File: src/rtl/usb_attach_seq.sv
module usb_attach_seq #(
  parameter int RST_CYCLES = 16,
  parameter int SE0_CYCLES = 150,
  parameter int TIMEOUT    = 60000
) (
  input  logic       clk,
  input  logic       rst_n,
  input  logic       phy_dir,
  input  logic       phy_nxt,
  input  logic [7:0] phy_data,
  input  logic       req_ack,
  output logic       phy_rst,
  output logic       req_valid,
  output logic [7:0] req_cmd,
  output logic [7:0] req_data,
  output logic [3:0] state,
  output logic [1:0] line_state,
  output logic       done,
  output logic       err
);
  localparam int CNT_MAX = (TIMEOUT > RST_CYCLES) ? TIMEOUT : RST_CYCLES;
  localparam int CW = $clog2(CNT_MAX + 1);
  localparam int SW = $clog2(SE0_CYCLES + 1);

  typedef enum logic [3:0] {
    S_RESET = 4'd0, S_DIR_HI = 4'd1, S_DIR_LO = 4'd2, S_FIRST_RX = 4'd3,
    S_OTG_OFF = 4'd4, S_FS_SEL = 4'd5, S_WAIT_J = 4'd6, S_FS_IDLE = 4'd7,
    S_HS_SEL = 4'd8, S_CHIRP = 4'd9, S_DONE = 4'd10, S_ERR = 4'd15
  } st_t;

  st_t st, st_nx;
  logic [CW-1:0] cnt;
  logic [SW-1:0] se0_cnt;
  logic dir_q;
  logic [1:0] ls_q;

  wire       rx_hit  = phy_dir & dir_q & ~phy_nxt;
  wire [1:0] rx_ls   = phy_data[1:0];
  wire       se0_now = rx_hit ? (rx_ls == 2'b00) : (ls_q == 2'b00);
  wire       waiting = (st inside {S_DIR_HI, S_DIR_LO, S_FIRST_RX, S_OTG_OFF,
                                   S_FS_SEL, S_WAIT_J, S_HS_SEL, S_CHIRP});

  always_comb begin
    st_nx = st;
    case (st)
      S_RESET:    if (cnt == CW'(RST_CYCLES - 1)) st_nx = S_DIR_HI;
      S_DIR_HI:   if (phy_dir) st_nx = S_DIR_LO;
      S_DIR_LO:   if (!phy_dir) st_nx = S_FIRST_RX;
      S_FIRST_RX: if (rx_hit) st_nx = S_OTG_OFF;
      S_OTG_OFF:  if (req_ack) st_nx = S_FS_SEL;
      S_FS_SEL:   if (req_ack) st_nx = S_WAIT_J;
      S_WAIT_J:   if (rx_hit && rx_ls == 2'b01) st_nx = S_FS_IDLE;
      S_FS_IDLE:  if (se0_now && se0_cnt == SW'(SE0_CYCLES - 1)) st_nx = S_HS_SEL;
      S_HS_SEL:   if (req_ack) st_nx = S_CHIRP;
      S_CHIRP:    if (req_ack) st_nx = S_DONE;
      default:    st_nx = st;
    endcase
    if (waiting && st_nx == st && cnt == CW'(TIMEOUT - 1)) st_nx = S_ERR;
  end

  always_comb begin
    req_cmd  = 8'h00;
    req_data = 8'h00;
    case (st)
      S_OTG_OFF: req_cmd = 8'h8A;
      S_FS_SEL:  begin req_cmd = 8'h84; req_data = 8'h45; end
      S_HS_SEL:  begin req_cmd = 8'h84; req_data = 8'h54; end
      S_CHIRP:   req_cmd = 8'h40;
      default:   ;
    endcase
  end

  always_ff @(posedge clk) begin
    if (!rst_n) begin
      st      <= S_RESET;
      cnt     <= '0;
      se0_cnt <= '0;
      dir_q   <= 1'b0;
      ls_q    <= 2'b00;
      done    <= 1'b0;
    end else begin
      st    <= st_nx;
      dir_q <= phy_dir;
      done  <= (st == S_CHIRP) && req_ack;
      if (rx_hit) ls_q <= rx_ls;
      if (st_nx != st) cnt <= '0;
      else if (cnt != CW'(CNT_MAX)) cnt <= cnt + 1'b1;
      if (st == S_FS_IDLE && se0_now) begin
        if (se0_cnt != SW'(SE0_CYCLES)) se0_cnt <= se0_cnt + 1'b1;
      end else begin
        se0_cnt <= '0;
      end
    end
  end

  assign phy_rst    = (st == S_RESET);
  assign req_valid  = (st inside {S_OTG_OFF, S_FS_SEL, S_HS_SEL, S_CHIRP});
  assign state      = st;
  assign line_state = ls_q;
  assign err        = (st == S_ERR);
endmodule

File: config.mk
export PLATFORM = sky130hd
export DESIGN_NAME = usb_attach_seq
export DESIGN_NICKNAME = d
export VERILOG_FILES = /design/src/rtl/usb_attach_seq.sv
export SDC_FILE = /design/constraint.sdc
export NUM_CORES = 1
export LEC_CHECK = 0
export BUFFER_PORTS_ARGS = -buffer_cell sky130_fd_sc_hd__buf_2
export CAP_MARGIN = 15
export CORE_UTILIZATION = 50
export DETAILED_ROUTE_END_ITERATION = 16
export HOLD_SLACK_MARGIN = 0.05
export PLACE_DENSITY_LB_ADDON = 0.1
export SLEW_MARGIN = 20
export SYNTH_ARGS = -nofsm -noshare
export SYNTH_HDL_FRONTEND = slang
export SYNTH_SLANG_ARGS = --single-unit
export TNS_END_PERCENT = 100
File: constraint.sdc
create_clock -name clk -period 2.4 [get_ports clk]
set_clock_uncertainty 0.2 [all_clocks]
set_input_delay 0.6 -clock clk [delete_from_list [all_inputs] [get_ports clk]]
set_output_delay 0.6 -clock clk [all_outputs]
set_load 0.01 [all_outputs]
==> key figures, run 1 <==
Clock network
  • Hold_buf cts: 0
  • TritonCTS clock tree: done
  • Max clock buf depth: 2
  • CTS buffer count: 5
  • H-tree levels: 2
  • Worst skew pair latency: 0.28 ns
  • Clock-pin slew on the worst setup and hold paths: 0.06 ns
  • Clock sink count: 32
  • Clock root buffer: clkbuf_8

Synth
  • Register area share after synthesis: 0.3120
  • Mean Syn Cell Area: 8.484 um^2
  • Post-synth top area share: 0.3120
  • Most common library cells after synthesis: dfxtp_1, nor2_1, nor4_1
  • Synth Warn #: 0
  • Top area cells in the synthesized netlist: dfxtp_1, xnor2_1, nor2_1, xor2_1, nor4_1
  • Most numerous cell in the Yosys netlist: dfxtp_1
  • Mapped cell area: 2053 um^2
  • Asr flop ratio synth: 0
  • Top FF cell, synth: dfxtp_1
  • Dominant cell type by area after synthesis: dfxtp_1
  • Flops & latches, synth: 32
  • Cell count after synthesis: 242
  • Netlist cell types: 58
  • Post-synth EDFFs: 0

Worst setup path
  • Crit-path max cell delay: 0.53 ns
  • Critical path endpoint category: flip-flop
  • Req. time, crit path: 2.37 ns
  • CP startpoint: cnt[7]
  • Crit Path Max Fanout: 10
  • CP Launch Type: flip-flop
  • Slowest cell on crit path: or4_4
  • Critical path's top delay family: simple AND/OR/NAND/NOR gates
  • RR Startpoint: cnt[7]
  • Arrival time at the worst endpoint: 2.40 ns
  • Worst path bufs/invs: 1
  • Cells along the critical path: or4_4 -> or3_4 -> nor4_4 -> nand2_2 -> a211oi_4 -> buf_12 -> nor4_1
  • CP Class: flip-flop to flip-flop

STA
  • Max-slew headroom: 0.6558
  • Setup-failing EPs final: 10
  • Final period utilization: 1.012
  • Slew Limit Fails: 0
  • Final setup TNS: -0.1975 ns
  • RSZ-0062 raised after global routing: true
  • Setup ws final: -0.02867 ns
  • WHS: 0.3169 ns
  • Fmax: 411.7 MHz
  • Crit path time final: 2.429 ns
  • Slew @ Worst Pin: 0.5116 ns
  • Fin. Hold Viols: 0

Floorplan
  • Rows: 22
  • Die W: 66.08 um
  • Die Footprint: 4367 um^2
  • Initial Util: 0.5405
  • Boundary pin count: 39
  • Core area: 3799 um^2
  • Chip height: 66.08 um

Place
  • Worst Setup Slack post-DPL: -0.2610 ns
  • Area after DPL: 2475 um^2
  • Placer Congestion: 0.8464
  • IO buf count: 25
  • Hpwl dp: 3.457 mm
  • Placed Cells incl. Taps: 345

Global route
  • Pin count of the biggest net entering global routing: 17
  • Initial antenna violation count: 0
  • Overflow after GRT: 0
  • Tot GR Track Use: 0.2393
  • First-pass GRT wire length: 7.983 mm
  • Vias in the first global route: 1815

Cells and area
  • Final Cell Area: 2675 um^2
  • Layout cells sized above 1: 0.3528
  • Antenna fix cells: 0
  • Fin cells: 357
  • FILL cells: 326
  • Area Overhead vs Synth: 30.29%
  • Util after Layout: 0.7042
  • Nets: 326

Pwr
  • Comb power frac: 0.063
  • PwrDens: 383.1 nW/um^2
  • Net Sw Power: 0.2270 mW
  • Leakage: 1.103 nW
  • Max VDD drop: 0.4085 mV
  • Tot Pwr: 1.025 mW
  • Clock Power Share: 0.412
  • Sw Share: 0.2215
  • P_int: 0.7979 mW
  • Sequential Power Share: 0.526

Detailed routing
  • Total number of vias: 1953
  • DR iter-0 viols: 92
  • DRT Wirelength: 4.799 mm
  • WL per Instance: 13.44 um
  • Via-to-Cell Ratio: 5.471
  • DRC: 0
  • First-pass iteration count of the detailed router: 4
  • Antenna Nets Post-Route: 0

Min path
  • HP Class: flip-flop to flip-flop
  • Hold path start: se0_cnt[7]

Run status
  • Run status: finished with violations
  • Violated checks: negative setup slack

Flow run
  • Max-Cap Viols: 0
## cells by family after synthesis
family / share of synthesized area
AND/OR/NAND/NOR: 0.3138
buffers and inverters: 0.09019
adder cells (fa/ha/maj): 0.03047
AO/OA/AOI/OAI: 0.1286
other: 0.001826
multiplexers: 0.02499
flip-flops: 0.3120
XOR/XNOR: 0.09811
## layer usage
layer | track usage | share of wire
met1 | 0.3023 | 0.48
met2 | 0.4082 | 0.47
met3 | 0.04655 | 0.039
met4 | 0.07181 | 0.015
met5 | 0 | 0
## layout make-up
type | count | area, um^2 | share of cell area
sequential | 32 | 654.4 | 0.2446
multi-input combinational | 186 | 1318 | 0.4925
inverter | 12 | 45.04 | 0.01684
clock buffer | 8 | 90.09 | 0.03368
tap | 48 | 60.06 | 0.02245
timing repair buffer | 71 | 508.0 | 0.1899
## worst reg2reg max path, delay by kind of cell (launching register included)
kind,cells,cell delay (ns)
buf+inv,1,0.17
simple gates,5,1.35
compound gates,1,0.29
flops,1,0.32
## repair_timing
item / in CTS / in global routing
endpoints found under the setup margin: 14 / 20
resized for setup: 10 / 8
pin swaps: 0 / 1
setup buffers: 1 / 3
## cell usage in the layout (no fill, tap or decap), drive strengths merged, types with 2 or more instances in the layout
| master | netlist | final |
|---|---|---|
| a211oi | 2 | 2 |
| a21oi | 9 | 9 |
| a31oi | 4 | 4 |
| and2 | 3 | 3 |
| and3 | 6 | 6 |
| buf | 14 | 71 |
| clkbuf | 2 | 8 |
| conb | 1 | 7 |
| dfxtp | 32 | 32 |
| ha | 5 | 5 |
| inv | 12 | 12 |
| mux2i | 4 | 4 |
| nand2 | 12 | 12 |
| nand2b | 3 | 3 |
| nand3 | 12 | 12 |
| nand4 | 6 | 6 |
| nor2 | 27 | 27 |
| nor2b | 3 | 3 |
| nor3 | 11 | 11 |
| nor4 | 16 | 16 |
| o21a | 3 | 3 |
| o21ai | 3 | 3 |
| o31ai | 2 | 2 |
| or2 | 3 | 3 |
| or3 | 4 | 4 |
| xnor2 | 12 | 12 |
| xor2 | 11 | 11 |
## power by group through the flow
stage / clock (mW) / combinational, mW / sequential (mW)
floorplan: 0 / 0.0446 / 0.554
global placement: 0 / 0.0619 / 0.554
finish: 0.422 / 0.0642 / 0.539
global route: 0.457 / 0.0708 / 0.539
CTS: 0.439 / 0.0636 / 0.540
detailed placement: 0 / 0.0634 / 0.554
## registers in the layout (all words and copies together), names as in the netlist
signal,cells
se0_cnt,8
dir_q,1
cnt,16
state,4
line_state,2
done,1
## worst paths after layout
kind | end | slack [ns] | cells past startpoint
worst max-delay path | cnt[1] | -0.03 | 7
worst min-delay path | se0_cnt[7] | 0.32 | 2
worst max register to register | cnt[1] | -0.03 | 7
worst min register to register | se0_cnt[7] | 0.32 | 2
No activity file was read; power rests on OpenSTA's default activity.
==> run 2, diff against run 1 <==
CORE_MARGIN = 8   (was default)
==> run 2 against run 1 <==
Sequential share of layout area is 0.51 points lower; largest cell class unchanged; critical path depth stayed put; core utilization is 2.3 points lower; the run still ends with negative setup slack left; first-iteration DRC count is 48% lower; sequential power hardly changed; global-route usage is 8.2 points lower; power is 14% higher; combinational power is 5.9% lower; clock power is 34% higher.
==> key figures, run 2 (same netlist as run 1, synthesis figures left out) <==
Pwr
  • Leakage: 1.129 nW
  • Max VDD drop: 0.3378 mV
  • Tot Pwr: 1.169 mW
  • PwrDens: 431.8 nW/um^2

STA
  • Crit path time final: 2.440 ns
  • Fmax: 409.9 MHz
  • Fin. Hold Viols: 0
  • Final period utilization: 1.017
  • RSZ-0062 raised after global routing: true
  • Slew Limit Fails: 0
  • Setup-failing EPs final: 10
  • Setup ws final: -0.03990 ns

Floorplan
  • Die Footprint: 6413 um^2
  • Boundary pin count: 39
  • Rows: 23
  • Core area: 3971 um^2
  • Initial Util: 0.5170
  • Die W: 80.08 um
  • Chip height: 80.08 um

Worst setup path
  • Worst R2R End: cnt[11]
  • Req. time, crit path: 2.35 ns
  • Cell count of the worst reg-to-reg path: 7
  • Crit-path max cell delay: 0.53 ns
  • CP Launch Type: flip-flop
  • Reg-to-reg slack, setup: -0.04 ns
  • Critical path's top delay family: simple AND/OR/NAND/NOR gates
  • CP Class: flip-flop to flip-flop
  • Crit Path Max Fanout: 10
  • Cells along the critical path: or4_4 -> or3_4 -> nor4_4 -> nand2_2 -> a211oi_4 -> buf_12 -> nor4_1
  • Critical path endpoint category: flip-flop
  • Worst path bufs/invs: 1
  • RR Startpoint: cnt[7]
  • Slowest cell on crit path: or4_4
  • Critical path depth: 7
  • Arrival time at the worst endpoint: 2.39 ns

Cells and area
  • Seq. cell area: 648.1 um^2
  • Biggest register: cnt
  • Area Overhead vs Synth: 31.81%
  • Multi-input combinational cell area: 1305 um^2
  • FILL cells: 336
  • Leading cell types in the layout, fill and taps excluded: buf_4, dfxtp_1, nor2_1, buf_2, nor4_1
  • Most common cell after layout, fill and taps aside: buf_4
  • Antenna fix cells: 0
  • Fin cells: 360
  • Nets: 327
  • Layout cells sized above 1: 0.3484
  • Max reg flops: 16

Detailed routing
  • Via-to-Cell Ratio: 5.222
  • First-pass iteration count of the detailed router: 4
  • WL per Instance: 13.21 um
  • DRT Wirelength: 4.756 mm
  • Total number of vias: 1880
  • DR iter-0 viols: 48
  • DRC: 0
  • Antenna Nets Post-Route: 0

Min path
  • HP Class: flip-flop to flip-flop
  • Hold EP: se0_cnt[7]
  • WHS Path Cells: 2
  • Hold path start: se0_cnt[7]

Clock network
  • Clock root buffer: clkbuf_8
  • Clock-pin slew on the worst setup and hold paths: 0.07 ns
  • Clock sink count: 32
  • Hold_buf cts: 0
  • CTS buffer count: 5
  • TritonCTS clock tree: done
  • Worst skew pair latency: 0.28 ns
  • H-tree levels: 2
  • Max clock buf depth: 2

Place
  • IO buf count: 25
  • Placed Cells incl. Taps: 347
  • Hpwl dp: 3.646 mm
  • Placer Congestion: 0.8476
  • Worst Setup Slack post-DPL: -0.2802 ns

Flow run
  • Max-Cap Viols: 0

Run status
  • Run status: finished with violations
  • Violated checks: negative setup slack

Global route
  • Tot GR Track Use: 0.1573
  • First-pass GRT wire length: 8.093 mm
  • Vias in the first global route: 1782
  • Overflow after GRT: 0
  • Pin count of the biggest net entering global routing: 17
  • Initial antenna violation count: 0
[run 2: cell count changes in the layout (fill, tap and decap cells not counted), moves of 2 or more]
cell	before	now
clkbuf_1	2	0
nor4_2	2	0
nor4_1	12	14
dfxtp_4	3	1
o21ai_1	0	2
[run 2: repair_timing]
item / CTS / global route
setup buffers: 2 / 3
gates resized for setup: 10 / 4
pin swaps: 1 / 0
gates cloned: 0 / 0
endpoints found under the setup margin: 21 / 20
[run 2: worst min-delay path, delay by kind of cell, from the launching register on]
kind / cells / cell delay (ns)
xor gates and xnor gates: 1 / 0.07
DFF: 1 / 0.34
and+or+nand+nor: 1 / 0.07
[run 2: area by class of cell]
type	instances	share of cell area
Inverter	12	0.01803
Clock inverter	1	0.01110
Tap cell	50	0.02312
Timing Repair Buffer	72	0.1905
Sequential cell	32	0.2395
Clock buffer	7	0.03560
Multi-Input combinational cell	186	0.4822
[run 2: routing by layer]
metal | track usage | up-vias | routed length (um)
met5 | 0 | - | 0
met4 | 0.06000 | 0 | 80
met3 | 0.03683 | 5 | 233
met2 | 0.2684 | 31 | 2251
met1 | 0.1855 | 859 | 2190
li1 | - | 985 | -
[run 2: worst max path at each step]
stage	slack, ns	to	from
6_report	-0.04	cnt[11]	cnt[7]
5_1_grt	-0.16	cnt[9]	cnt[7]
4_1_cts	-0.04	cnt[11]	cnt[7]
3_5_place_dp	-0.28	cnt[3]	phy_nxt
3_3_place_gp	-0.28	cnt[1]	phy_nxt
2_1_floorplan	0.03	cnt[3]	state[0]
[run 2: where the power goes]
part	leakage, nW	internal, mW	switching [mW]	total (mW)
sequential	0.261	0.536	0.00593	0.542
clock	0.0645	0.366	0.200	0.566
combinational	0.804	0.0295	0.0310	0.0604
[run 2: stage by stage]
| stage | area [um^2] | utilization | hold WS [ns] | TNS, ns |
|---|---|---|---|---|
| floorplan | 2090 | - | 0.2715 | 0 |
| global placement | 2477 | 0.6238 | 0.2835 | -3.133 |
| detailed placement | 2477 | 0.6238 | 0.2904 | -3.125 |
| CTS | 2665 | 0.6711 | 0.3120 | -0.3875 |
| global route | 2706 | 0.6815 | 0.3453 | -2.070 |
| finish | 2706 | 0.6815 | 0.3077 | -0.3493 |
